## config.mk

```make
export PLATFORM = sky130hd
export DESIGN_NAME = irq_prio_arb
export DESIGN_NICKNAME = d
export VERILOG_FILES = /design/src/rtl/irq_arb_pkg.sv /design/src/rtl/irq_ext_flag.sv /design/src/rtl/irq_pick.sv /design/src/rtl/irq_nest.sv /design/src/rtl/irq_prio_arb.sv
export SDC_FILE = /design/constraint.sdc
export NUM_CORES = 1
export LEC_CHECK = 0
export ABC_CLOCK_PERIOD_IN_PS = 15450
export BUFFER_PORTS_ARGS = -buffer_cell sky130_fd_sc_hd__buf_2
export CORE_MARGIN = 4
export CORE_UTILIZATION = 25
export CTS_CLUSTER_SIZE = 16
export DETAILED_ROUTE_END_ITERATION = 16
export PLACE_DENSITY_LB_ADDON = 0.05
export SETUP_SLACK_MARGIN = 0.02
export SLEW_MARGIN = 20
export SYNTH_ARGS = -nofsm -noshare
export SYNTH_HDL_FRONTEND = slang
export SYNTH_SLANG_ARGS = --single-unit
```

## constraint.sdc

```tcl
create_clock -name clk -period 15.45 [get_ports clk]
set_input_delay 1.545 -clock clk [delete_from_list [all_inputs] [get_ports clk]]
set_output_delay 1.545 -clock clk [all_outputs]
set_load 0.005 [all_outputs]
```

## src/rtl/irq_arb_pkg.sv

```systemverilog
package irq_arb_pkg;
  localparam int LVLW   = 2;            // high bit + low bit
  localparam int NLVL   = 1 << LVLW;    // four nesting levels
  localparam int NPAIR  = 2;            // external pins and timers
  localparam int NEXTRA = 3;            // brownout, ADC, edge detect
  localparam int NSRC   = 2 * NPAIR + NEXTRA;
  localparam int IDXW   = $clog2(NSRC);
  typedef logic [LVLW-1:0] lvl_t;
  typedef logic [IDXW-1:0] idx_t;
endpackage

```

## src/rtl/irq_ext_flag.sv

```systemverilog
module irq_ext_flag (
  input  logic clk,
  input  logic rst_n,
  input  logic pin_n,
  input  logic edge_mode,
  input  logic clr,
  output logic flag
);
  logic pin_q;
  logic flag_d;
  logic fall;

  assign fall = pin_q & ~pin_n;

  always_comb begin
    if (edge_mode) begin
      flag_d = flag;
      if (clr)  flag_d = 1'b0;
      if (fall) flag_d = 1'b1;
    end else begin
      flag_d = ~pin_n;
    end
  end

  always_ff @(posedge clk or negedge rst_n) begin
    if (!rst_n) begin
      pin_q <= 1'b1;
      flag  <= 1'b0;
    end else begin
      pin_q <= pin_n;
      flag  <= flag_d;
    end
  end
endmodule

```

## src/rtl/irq_pick.sv

```systemverilog
module irq_pick #(
  parameter int NSRC = 7,
  parameter int LVLW = 2,
  parameter int IDXW = 3
) (
  input  logic [NSRC-1:0]      elig,
  input  logic [NSRC*LVLW-1:0] lvl_flat,
  output logic                 found,
  output logic [IDXW-1:0]      win_idx,
  output logic [LVLW-1:0]      win_lvl
);
  // Scan from the highest index down; ">=" lets a lower index take a tie.
  always_comb begin
    found   = 1'b0;
    win_idx = '0;
    win_lvl = '0;
    for (int i = NSRC - 1; i >= 0; i--) begin
      if (elig[i] && (!found || lvl_flat[i*LVLW +: LVLW] >= win_lvl)) begin
        found   = 1'b1;
        win_idx = IDXW'(i);
        win_lvl = lvl_flat[i*LVLW +: LVLW];
      end
    end
  end
endmodule

```

## src/rtl/irq_nest.sv

```systemverilog
module irq_nest #(
  parameter int NLVL = 4,
  parameter int LVLW = 2
) (
  input  logic            clk,
  input  logic            rst_n,
  input  logic            push,
  input  logic [LVLW-1:0] push_lvl,
  input  logic            pop,
  output logic [NLVL-1:0] isv_mask,
  output logic            busy,
  output logic [LVLW-1:0] cur_lvl
);
  logic [NLVL-1:0] mask_d;

  // Levels in service are strictly increasing, so a bit mask is a stack.
  always_comb begin
    busy    = |isv_mask;
    cur_lvl = '0;
    for (int l = 0; l < NLVL; l++) begin
      if (isv_mask[l]) cur_lvl = LVLW'(l);
    end
    mask_d = isv_mask;
    if (pop && busy)  mask_d[cur_lvl]  = 1'b0;
    else if (push)    mask_d[push_lvl] = 1'b1;
  end

  always_ff @(posedge clk or negedge rst_n) begin
    if (!rst_n) isv_mask <= '0;
    else        isv_mask <= mask_d;
  end
endmodule

```

## src/rtl/irq_prio_arb.sv

```systemverilog
module irq_prio_arb
  import irq_arb_pkg::*;
#(
  parameter int RDW = 8
) (
  input  logic             clk,
  input  logic             rst_n,
  input  logic             glb_en,
  input  logic [NSRC-1:0]  src_en,
  input  logic [NSRC-1:0]  prio_hi,
  input  logic [NSRC-1:0]  prio_lo,
  input  logic [NPAIR-1:0] ext_pin_n,
  input  logic [NPAIR-1:0] ext_edge,
  input  logic [NPAIR-1:0] tmr_ovf,
  input  logic             bo_req,
  input  logic             adc_req,
  input  logic             edge_req,
  input  logic             ack,
  input  logic             reti,
  output logic             irq_req,
  output logic             vec_valid,
  output logic [IDXW-1:0]  vec_idx,
  output logic [NPAIR-1:0] tmr_clr,
  output logic [NPAIR-1:0] ext_flag,
  output logic [RDW-1:0]   prio_hi_rd,
  output logic [RDW-1:0]   prio_lo_rd
);
  localparam int IDX_BO  = 2 * NPAIR;
  localparam int IDX_ADC = IDX_BO + 1;
  localparam int IDX_EDG = IDX_BO + 2;

  logic [NSRC-1:0]      pend;
  logic [NSRC-1:0]      elig;
  logic [NSRC*LVLW-1:0] lvl_flat;
  logic                 found;
  idx_t                 win_idx;
  lvl_t                 win_lvl;
  logic [NLVL-1:0]      isv_mask;
  logic                 busy;
  lvl_t                 cur_lvl;
  logic                 take;
  logic [NPAIR-1:0]     ext_clr;

  logic                 vv_d;
  idx_t                 idx_d;
  logic [NPAIR-1:0]     tclr_d;

  genvar k;
  generate
    for (k = 0; k < NPAIR; k++) begin : g_pair
      assign pend[2*k]     = ext_flag[k];
      assign pend[2*k + 1] = tmr_ovf[k];
      assign ext_clr[k]    = take && (win_idx == IDXW'(2*k));
      assign tclr_d[k]     = take && (win_idx == IDXW'(2*k + 1));

      irq_ext_flag u_flag (
        .clk       (clk),
        .rst_n     (rst_n),
        .pin_n     (ext_pin_n[k]),
        .edge_mode (ext_edge[k]),
        .clr       (ext_clr[k]),
        .flag      (ext_flag[k])
      );
    end
  endgenerate

  assign pend[IDX_BO]  = bo_req;
  assign pend[IDX_ADC] = adc_req;
  assign pend[IDX_EDG] = edge_req;

  assign elig = pend & src_en & {NSRC{glb_en}};

  genvar s;
  generate
    for (s = 0; s < NSRC; s++) begin : g_lvl
      assign lvl_flat[s*LVLW +: LVLW] = {prio_hi[s], prio_lo[s]};
    end
    for (s = 0; s < RDW; s++) begin : g_rd
      if (s < NSRC) begin : g_impl
        assign prio_hi_rd[s] = prio_hi[s];
        assign prio_lo_rd[s] = prio_lo[s];
      end else begin : g_none
        assign prio_hi_rd[s] = 1'b1;
        assign prio_lo_rd[s] = 1'b1;
      end
    end
  endgenerate

  irq_pick #(.NSRC(NSRC), .LVLW(LVLW), .IDXW(IDXW)) u_pick (
    .elig     (elig),
    .lvl_flat (lvl_flat),
    .found    (found),
    .win_idx  (win_idx),
    .win_lvl  (win_lvl)
  );

  assign irq_req = found && (!busy || (win_lvl > cur_lvl));
  assign take    = ack && irq_req && !reti;

  irq_nest #(.NLVL(NLVL), .LVLW(LVLW)) u_nest (
    .clk      (clk),
    .rst_n    (rst_n),
    .push     (take),
    .push_lvl (win_lvl),
    .pop      (reti),
    .isv_mask (isv_mask),
    .busy     (busy),
    .cur_lvl  (cur_lvl)
  );

  always_comb begin
    vv_d  = take;
    idx_d = take ? win_idx : vec_idx;
  end

  always_ff @(posedge clk or negedge rst_n) begin
    if (!rst_n) begin
      vec_valid <= 1'b0;
      vec_idx   <= '0;
      tmr_clr   <= '0;
    end else begin
      vec_valid <= vv_d;
      vec_idx   <= idx_d;
      tmr_clr   <= tclr_d;
    end
  end
endmodule

```

After elaboration in Yosys (flattened, before gate mapping)
Index checks and enable logic that the tools add are counted.

Register bits: 14. Bits of input ports: 35. Output and inout bits: 25. Word-level logic and storage cells: 103.

Magnitude comparators: 11. Equal/unequal tests: 5. Muxes and demuxes: 36. Bitwise gates (word level): 9. Reductions and logical operators: 34.

Operator list (number): $mux 3 (7); $mux 2 (9); $logic_and 1x1->1 (16); $mux 1 (16); $and 7x7->7 (2); $ge 2x2->1 (6); $logic_not 1->1 (8); $mux 4 (2); $logic_or 1x1->1 (7); $eq 3x2->1 const B (2); $lt 2x3->1 const B (2); $ne 3x1->1 const B (2); $and 4x4->4 (1); $demux 1 s2 (2); $ge 2x1->1 const B (2); $not 4->4 (1); $or 4x4->4 (1); $reduce_or 4->1 (1); $eq 3x1->1 const B (1); $logic_not 3->1 (1); $and 1x1->1 (2); $gt 2x2->1 (1); $not 1->1 (2); $reduce_bool 2->1 (1).

Depth between registers and ports, before layout
Gate-level depths: netlist of the first run.

Depth after elaboration: 36. Gate-level depth with buffers: 46. Gate-level depth less buffers: 45.

Modules after synthesis
A second synthesis of the first run with hierarchy kept.

Cells, all modules: 165. Area total of the unflattened synthesis: 1485.2 um^2.

Modules (own cells, without submodules): irq_pick (instances 1, cells an instance 84, area an instance 605.6 um^2, sequential area each 0.0 um^2); irq_prio_arb (instances 1, cells an instance 49, area an instance 504.2 um^2, sequential area each 150.1 um^2); irq_nest (instances 1, cells an instance 22, area an instance 235.2 um^2, sequential area each 100.1 um^2); irq_ext_flag (instances 2, cells an instance 5, area an instance 70.1 um^2, sequential area each 51.3 um^2).

Worst setup path before layout of the first run
No wires, ideal clock.

Kind: input port to output port. From: input port glb_en. To: output port irq_req. Arrival: 9.420 ns. Data required time: 13.905 ns. Slack: 4.485 ns. Cell stages on the path: 40. Path buffers: 1. Cell sequence: clkbuf_1 > nand3_1 > nor2_1 > ha_1 > nand2b_1 > a211oi_1 > a2bb2oi_1 > nor2b_1 > ha_1 > nand2b_1 > a221oi_1 > o31ai_1 > a21oi_1 > ha_1 > nand2b_1 > a211oi_1 > nor2_1 > mux2_2 > (+4 left out) > a221o_1 > ha_1 > nand2b_1 > a21oi_1 > a21oi_4 > mux2_2 > ha_1 > or2b_2 > a21oi_1 > a21o_1 > and2_1 > a22o_1 > a21o_1 > inv_2 > ha_1 > nor2b_1 > a2bb2oi_1 > o221a_2.

Cells in the longest elaborated chain, start to end: 29. Elaborated cells on any way between the ends: 42. Classes of those cells: order compare (7); mux (14); bitwise (1); reduce/logical (20).

RTL lines: from (decl) (RTL line irq_prio_arb.sv:8) `input logic glb_en,`; $and 7x7->7 * (RTL line irq_prio_arb.sv:71) `assign elig = pend & src_en & {NSRC{glb_en}};`; $mux 2 / $mux 1 (equally long branches) (RTL line irq_pick.sv:18) `if (elig[i] && (!found || lvl_flat[i*LVLW +: LVLW] >= win_lvl)) begin`; $ge 2x2->1 / $logic_not 1->1 (equally long branches) (RTL line irq_pick.sv:18); $logic_or 1x1->1 (RTL line irq_pick.sv:18); $logic_and 1x1->1 (RTL line irq_pick.sv:18); $mux 2 / $mux 1 (equally long branches) (RTL line irq_pick.sv:18); $ge 2x2->1 / $logic_not 1->1 (equally long branches) (RTL line irq_pick.sv:18); $logic_or 1x1->1 (RTL line irq_pick.sv:18); (+13 left out); $mux 2 / $mux 1 (equally long branches) (RTL line irq_pick.sv:18); $ge 2x2->1 / $logic_not 1->1 (equally long branches) (RTL line irq_pick.sv:18); $logic_or 1x1->1 (RTL line irq_pick.sv:18); $logic_and 1x1->1 (RTL line irq_pick.sv:18); $mux 2 (RTL line irq_pick.sv:18); $gt 2x2->1 (RTL line irq_prio_arb.sv:97) `assign irq_req = found && (!busy || (win_lvl > cur_lvl));`; $logic_or 1x1->1 (RTL line irq_prio_arb.sv:97); $logic_and 1x1->1 * (RTL line irq_prio_arb.sv:97); to (decl) (RTL line irq_prio_arb.sv:20) `output logic irq_req,`.

Mark *: on every way between the ends. The rest lies on a longest branch, timed or not.

Worst setup path in the final report of the first run
Same ends and word-level chain as after synthesis.

==> qor.txt, run 1 <==
Hold Path Class -> flip-flop to flip-flop
Core Region -> 5510 um2
# IOs -> 60
Final setup vio count -> 0
Post_cts resized -> 0
Post-CTS setup buffer count -> 0
Antenna Nets Post-Route -> 0
Number of global-route vias before repair -> 1,373
Overall power -> 0.116 mW
Post-DP Area -> 1650 um2
Fill cells -> 604
# placed instances -> 279
Worst hold start -> vec_idx[2]
All-Layer GR Usage -> 11.3%
Worst R2R Path Depth -> 23
Kind of critical path -> primary input to output port
Clk sinks -> 14
Worst EP arrival -> 10,620 ps
Leakage -> 0.853 nW
Clock latency on the worst-skew pair -> 240 ps
Maximum vdd ir drop -> 21.9 uV
Register area share after synthesis -> 25.0%
Top delay family on crit path -> compound AO/OA/AOI/OAI gates
Share of post-route cells with drive strength above 1 -> 37.0%
Post-synth EDFFs -> 0
Synth warnings -> 0
Max Freq -> 82.2 MHz
Cell Pwr Density -> 68.2 nW/um2
Die height -> 83.1 um
Synthesized flop and latch total -> 14
Ys async rst share -> 100%
Initial DRC count -> 40
Max Cap Viol -> 0
Critical Path Max Stage Delay -> 450 ps
Synth unique cells -> 52
CP max FO -> 14
Congestion Overflow GR -> 0
Area grow syn2layout -> 20.2%
Final WL -> 3.94 mm
Slowest stage cell, crit path -> a211oi_1
Finished Core Util -> 30.8%
Setup TNS -> 0 ps
Rel. slew slack -> 47.8%
Fin cells -> 283
Final Hold Vio Count -> 0
Slew Limit Fails -> 0
R2r setup slk -> 9990 ps
Routability congestion estimate -> 0.807
Post-Syn Instances -> 168
Drt pass-1 iters -> 4
Maximum clock path buffer count -> 2
Die ar. -> 6910 um2
Worst Path Required -> 13,910 ps
CP most frequent cell -> ha_1
Reg-to-Reg Start -> g_pair[1].u_flag.flag
Final Cycle Share -> 78.8%
Critical path launch point type -> primary input
Via density -> 4.78
Initial Utilization -> 25.6%
Buf/Inv on CP -> 3
Most common flop cell mapped by yosys -> dfrtp_1
Result of the run -> complete, no violations
CP endpoint kind -> output port
Num CTS Buffers -> 3
Ant. Diodes -> 0
PortBufs -> 57
Hold path depth -> 2
Hold EP -> vec_idx[2]
Worst Clk Skew -> 3.94 ps
Post-CTS Hold Buffers -> 0
HPWL after DPL -> 3.41 mm
Worst-path clk slew -> 50 ps
RSZ-0062 raised after global routing -> false
Drt wl/cell -> 13.9 um
First-pass GRT wire length -> 6.60 mm
Min Clock Period, post-route -> 12,170 ps
Initial antenna violation count -> 0
DR vias -> 1,353
Clk Tree Root Cell -> clkbuf_8
Die X-Extent -> 83.1 um
Largest net degree at the start of global routing -> 15
CTS tree -> built
Mapped Avg Cell Area -> 8.40 um2
CTS H-tree depth -> 1
Design Area, Final -> 1700 um2
# rows -> 27
Final #Nets -> 261
Remaining DRCs -> 0
Worst slew pin tran -> 784 ps
Cell Area, Synth -> 1410 um2
Crit Reg-Reg Endpoint -> g_pair[0].u_flag.flag
==> sequential cells by signal, indices dropped and copies added, names as in the netlist <==
name,flops
g_pair.u_flag.flag,2
g_pair.u_flag.pin_q,2
tmr_clr,2
u_nest.isv_mask,4
vec_idx,3
vec_valid,1
==> Yosys cell counts (all sizes together), types with 2 or more instances <==
master	count	area share, %
a211oi	2	1.1
buf	18	9.6
a21o	3	1.6
dfstp	2	3.7
ha	14	12
mux2	2	1.6
nand2	19	5.1
a32o	2	1.4
nand3	11	4.3
nor2	7	1.9
nor4	3	1.3
o31ai	4	2.5
a2bb2oi	3	1.9
nand2b	6	2.7
nand4	3	1.3
dfrtp	12	21
inv	12	3.2
o21ai	2	0.71
a221o	2	1.5
a21oi	9	4.0
nor2b	4	1.8
and2	5	2.6
==> power breakdown <==
| part | internal (mW) | switching, mW |
|---|---|---|
| clock | 0.0182 | 0.0115 |
| combinational | 0.0197 | 0.0236 |
| sequential | 0.0406 | 0.00212 |
| total | 0.0785 | 0.0372 |
==> worst max-delay path by stage <==
stage,slack (ps),depth (start not counted),start,to
final,3280,40,glb_en,irq_req
after global routing,2560,41,glb_en,irq_req
after CTS,3180,41,glb_en,irq_req
after detailed placement,3190,41,glb_en,irq_req
after global placement,3420,41,glb_en,irq_req
after floorplan,4490,40,glb_en,irq_req
==> metal layers <==
metal  up-vias  global-route usage [%]  share of wire [%]  wire length, um
met5         -                       0                  0                0
met4         0                    3.12                1.2               47
met3         4                    1.79                5.2              206
met2        38                    19.2                 48             1880
met1       626                    14.9                 46             1800
li1        685                       -                  -                -
==> cells by family after synthesis <==
group | share of synthesized area [%]
AO/OA/AOI/OAI | 23.8
adder cells (fa/ha/maj) | 12.4
other | 0.266
flip-flops | 25.0
multiplexers | 2.30
AND/OR/NAND/NOR | 22.9
buffers and inverters | 13.3
==> cell type report <==
class,instances,area (um2),share of cell area (%)
clock buffer,4,45.0,2.65
multi-input combinational,123,875,51.5
timing repair buffer,57,285,16.8
inverter,13,48.8,2.88
tap,72,90.1,5.31
sequential,14,353,20.8
==> through the flow <==
step	hold WS, ps	setup slack (ps)
6_report	462	3280
4_1_cts	473	3180
5_1_grt	491	2560
3_5_place_dp	461	3190
3_3_place_gp	452	3420
2_1_floorplan	463	4490
==> tightest hold or removal path, cell delays in order, from the launching register on <==
cell and delay (ps):
dfrtp_1 340, nand2_1 50, nand2_1 50
==> placed cells by master (no fill, tap or decap), types with 2 or more instances in the layout <==
master     instances
buf_2             57
nand2_1           19
ha_1              14
dfrtp_1           12
inv_1             11
nand3_1           10
a21oi_1            8
nor2_1             7
nand2b_1           6
nor2b_1            4
nand4_1            3
a2bb2oi_1          3
o31ai_1            3
nor4_1             3
a21o_1             3
clkbuf_8           3
a211oi_1           2
and2_1             2
mux2_2             2
and2_2             2
a32o_1             2
o21ai_0            2
conb_1             2
dfstp_2            2
(Power assumes the default switching activity.)
==> run 2, diff against run 1 <==
--- a/config.mk
+++ b/config.mk
@@ -5,7 +5,8 @@
 export SDC_FILE = /design/constraint.sdc
 export NUM_CORES = 1
 export LEC_CHECK = 0
-export ABC_CLOCK_PERIOD_IN_PS = 15450
+export ABC_AREA = 1
+export ABC_CLOCK_PERIOD_IN_PS = 11100
 export BUFFER_PORTS_ARGS = -buffer_cell sky130_fd_sc_hd__buf_2
 export CORE_MARGIN = 4
 export CORE_UTILIZATION = 25
==> constraint.sdc (replaced) <==
create_clock -name clk -period 11.1 [get_ports clk]
set_input_delay 1.11 -clock clk [delete_from_list [all_inputs] [get_ports clk]]
set_output_delay 1.11 -clock clk [all_outputs]
set_load 0.005 [all_outputs]
==> qor.txt, run 2 <==
Largest net degree at the start of global routing -> 15 (unchanged)
Buf/Inv on CP -> 8 (was 3)
Hold slack -> 483 ps (was 462 ps)
Core Region -> 6100 um2 (was 5510 um2)
Die X-Extent -> 88.2 um (was 83.1 um)
First-pass GRT wire length -> 6.23 mm (was 6.60 mm)
CTS tree -> built (unchanged)
Switching power -> 0.0918 mW (was 0.0372 mW)
Clk sinks -> 14 (unchanged)
List of most frequent post-synthesis cells -> inv_1 (39), nand2_1 (38), buf_4 (18), ha_1 (14), nand3_1 (14) (was nand2_1 (19), buf_4 (18), ha_1 (14), dfrtp_1 (12), inv_1 (11))
Register area share after synthesis -> 21.9% (was 25.0%)
Via density -> 4.15 (was 4.78)
Worst Path Required -> 9990 ps (was 13,910 ps)
Clock latency on the worst-skew pair -> 250 ps (was 240 ps)
Die ar. -> 7780 um2 (was 6910 um2)
Sw frac -> 39.6% (was 32.2%)
Overall power -> 0.232 mW (was 0.116 mW)
Critical path launch point type -> primary input (unchanged)
DR vias -> 1,382 (was 1,353)
Post-DP Area -> 1840 um2 (was 1650 um2)
Remaining DRCs -> 0 (unchanged)
Met1 usage -> 13.7% (was 14.9%)
Seq pwr share -> 31.0% (was 36.9%)
Cell Area, Synth -> 1610 um2 (was 1410 um2)
CP most frequent cell -> nand2_1 (was ha_1)
Area share of the largest cell type after synthesis -> 18.7% (was 21.3%)
Synthesized flop and latch total -> 14 (unchanged)
Initial DRC count -> 23 (was 40)
Drt wl/cell -> 11.2 um (was 13.9 um)
Setup TNS -> 0 ps (unchanged)
Biggest regs -> u_nest.isv_mask (4), vec_idx (3) (unchanged)
Post-CTS setup buffer count -> 0 (unchanged)
Synth unique cells -> 32 (was 52)
Synth area leader -> dfrtp_1 (unchanged)
Most common library cell in the layout ignoring fill and taps -> buf_2 (unchanged)
Most frequent cells in the layout -> buf_2 (57), inv_1 (39), nand2_1 (38) (was buf_2 (57), nand2_1 (19), ha_1 (14))
Mux share of post-synthesis cell area -> 0% (was 2.30%)
Clock power share -> 21.6% (was 25.7%)
Post-synth EDFFs -> 0 (unchanged)
Count leader, synth -> inv_1 (was nand2_1)
Maximum clock path buffer count -> 2 (unchanged)
Drt pass-1 iters -> 4 (unchanged)
Post-synthesis simple-gate area fraction -> 39.2% (was 22.9%)
Slew Limit Fails -> 0 (unchanged)
Adder-cell share of the synthesized area -> 10.9% (was 12.4%)
GRT busiest layer -> met2 (unchanged)
Slowest stage cell, crit path -> ha_1 (was a211oi_1)
Post-synthesis compound-gate area fraction -> 8.48% (was 23.8%)
CP endpoint kind -> output port (unchanged)
Routability congestion estimate -> 0.738 (was 0.807)
Post-CTS Hold Buffers -> 0 (unchanged)
Final Hold Vio Count -> 0 (unchanged)
PortBufs -> 57 (unchanged)
Worst EP arrival -> 7970 ps (was 10,620 ps)
Clk Tree Root Cell -> clkbuf_8 (unchanged)
Worst Clk Skew -> 7.04 ps (was 3.94 ps)
Met3 Use GR -> 3.29% (was 1.79%)
Num CTS Buffers -> 3 (unchanged)
Worst-path clk slew -> 60 ps (was 50 ps)
Comb pwr share -> 47.4% (was 37.4%)
All-Layer GR Usage -> 10.1% (was 11.3%)
RSZ-0062 raised after global routing -> false (unchanged)
Post-route setup slack -> 2020 ps (was 3280 ps)
Initial Utilization -> 26.4% (was 25.6%)
Mapped Avg Cell Area -> 7.48 um2 (was 8.40 um2)
Place WS -> 2000 ps (was 3190 ps)
Most flops, register -> u_nest.isv_mask (unchanged)
Number of global-route vias before repair -> 1,374 (was 1,373)
CP max FO -> 8 (was 14)
Kind of critical path -> primary input to output port (unchanged)
Hold Path Class -> flip-flop to flip-flop (unchanged)
Cell Pwr Density -> 122 nW/um2 (was 68.2 nW/um2)
Top delay family on crit path -> simple AND/OR/NAND/NOR gates (was compound AO/OA/AOI/OAI gates)
Largest family of logic cells by synthesized area -> simple AND/OR/NAND/NOR gates (was compound AO/OA/AOI/OAI gates)
CTS H-tree depth -> 1 (unchanged)
Final WL -> 3.74 mm (was 3.94 mm)
Final setup vio count -> 0 (unchanged)
Design Area, Final -> 1900 um2 (was 1700 um2)
Most common flop cell mapped by yosys -> dfrtp_1 (unchanged)
Antenna Nets Post-Route -> 0 (unchanged)
Post-Synth XOR/XNOR Area -> 0% (unchanged)
Critical Path Max Stage Delay -> 310 ps (was 450 ps)
Post-Syn Instances -> 215 (was 168)
Synth top area cells -> dfrtp_1 (19%), ha_1 (11%), inv_1 (9.1%) (was dfrtp_1 (21%), ha_1 (12%), buf_4 (9.6%))
Min Clock Period, post-route -> 9080 ps
Share of post-route cells with drive strength above 1 -> 39.1% (was 37.0%)
Ys async rst share -> 100% (unchanged)
Final Cycle Share -> 81.8%
Ant. Diodes -> 0 (unchanged)
Initial antenna violation count -> 0 (unchanged)
P_int -> 0.140 mW (was 0.0785 mW)
Max Cap Viol -> 0 (unchanged)
Post_cts resized -> 0 (unchanged)
# IOs -> 60 (unchanged)
# rows -> 28 (was 27)
Maximum vdd ir drop -> 58.8 uV (was 21.9 uV)
Leakage -> 1.14 nW (was 0.853 nW)
Synth warnings -> 0 (unchanged)
Final #Nets -> 308 (was 261)
Largest register FFs -> 4 (unchanged)
GRT met2 Usage -> 16.0% (was 19.2%)
Die height -> 88.2 um (was 83.1 um)
Area grow syn2layout -> 18.1% (was 20.2%)
Max Freq -> 110 MHz
Result of the run -> complete, no violations (unchanged)
Congestion Overflow GR -> 0 (unchanged)
HPWL after DPL -> 3.31 mm (was 3.41 mm)
-- run 2: cell types whose count changed in the layout (fill, tap and decap cells not counted), moves of 4 or more --
cell,change
nand3_1,+4
nand2_4,+5
nor2b_1,-4
nand2b_1,-6
nand2_1,+19
nand2_2,+9
inv_1,+28
o21ai_0,+10
nand3_2,+11
-- run 2: power groups by stage --
stage               Sequential, mW  Combinational [mW]  Clock [mW]
finish                      0.0718               0.110      0.0502
global route                0.0736               0.131      0.0561
CTS                         0.0722               0.113      0.0530
detailed placement          0.0731               0.112           0
global placement            0.0732               0.113           0
floorplan                   0.0721              0.0807           0
-- run 2: per-layer routing --
metal,up-vias,routed length [um]
li1,753,-
met3,2,272
met1,591,1810
met4,0,21
met5,-,0
met2,36,1640
-- run 2: final timing paths --
kind,startpoint,end,slack [ps],cells past startpoint
worst max-delay path,glb_en,irq_req,2020,51
worst min-delay path,vec_idx[0],vec_idx[0],480,2
worst max register to register,g_pair[1].u_flag.flag,g_pair[1].u_flag.flag,6750,32
worst min register to register,vec_idx[0],vec_idx[0],480,2
max in group asynchronous,rst_n,g_pair[1].u_flag.pin_q,10050,1
min in group asynchronous,rst_n,g_pair[1].u_flag.flag,760,1
-- run 2: stage by stage --
stage	util, %	std cells
2_1_floorplan	-	216
3_3_place_gp	30.3	329
3_5_place_dp	30.3	329
4_1_cts	31.2	333
5_1_grt	31.2	333
6_report	31.2	333
-- run 2: worst reg2reg max path, delay by kind of cell (launching register included) --
kind | cells | cell delay, ps
buffers and inverters | 6 | 570
adders and majority gates | 3 | 850
and+or+nand+nor | 19 | 1820
DFF | 1 | 380
AOI/OAI and AO/OA | 4 | 610
-- run 2: cell type report --
cell class / count / area [um2]
Inverter: 43 / 163
Tap cell: 75 / 93.8
Multi-Input combinational cell: 140 / 950
Timing Repair Buffer: 57 / 285
Clock buffer: 4 / 55.1
Sequential cell: 14 / 353
Fill cell: 686 / 4200
-- run 2: cell families after synthesis --
family / count (synthesis)
AOI/OAI and AO/OA: 22
adders and majority gates: 14
buffers and inverters: 62
DFF: 14
other: 1
and+or+nand+nor: 102
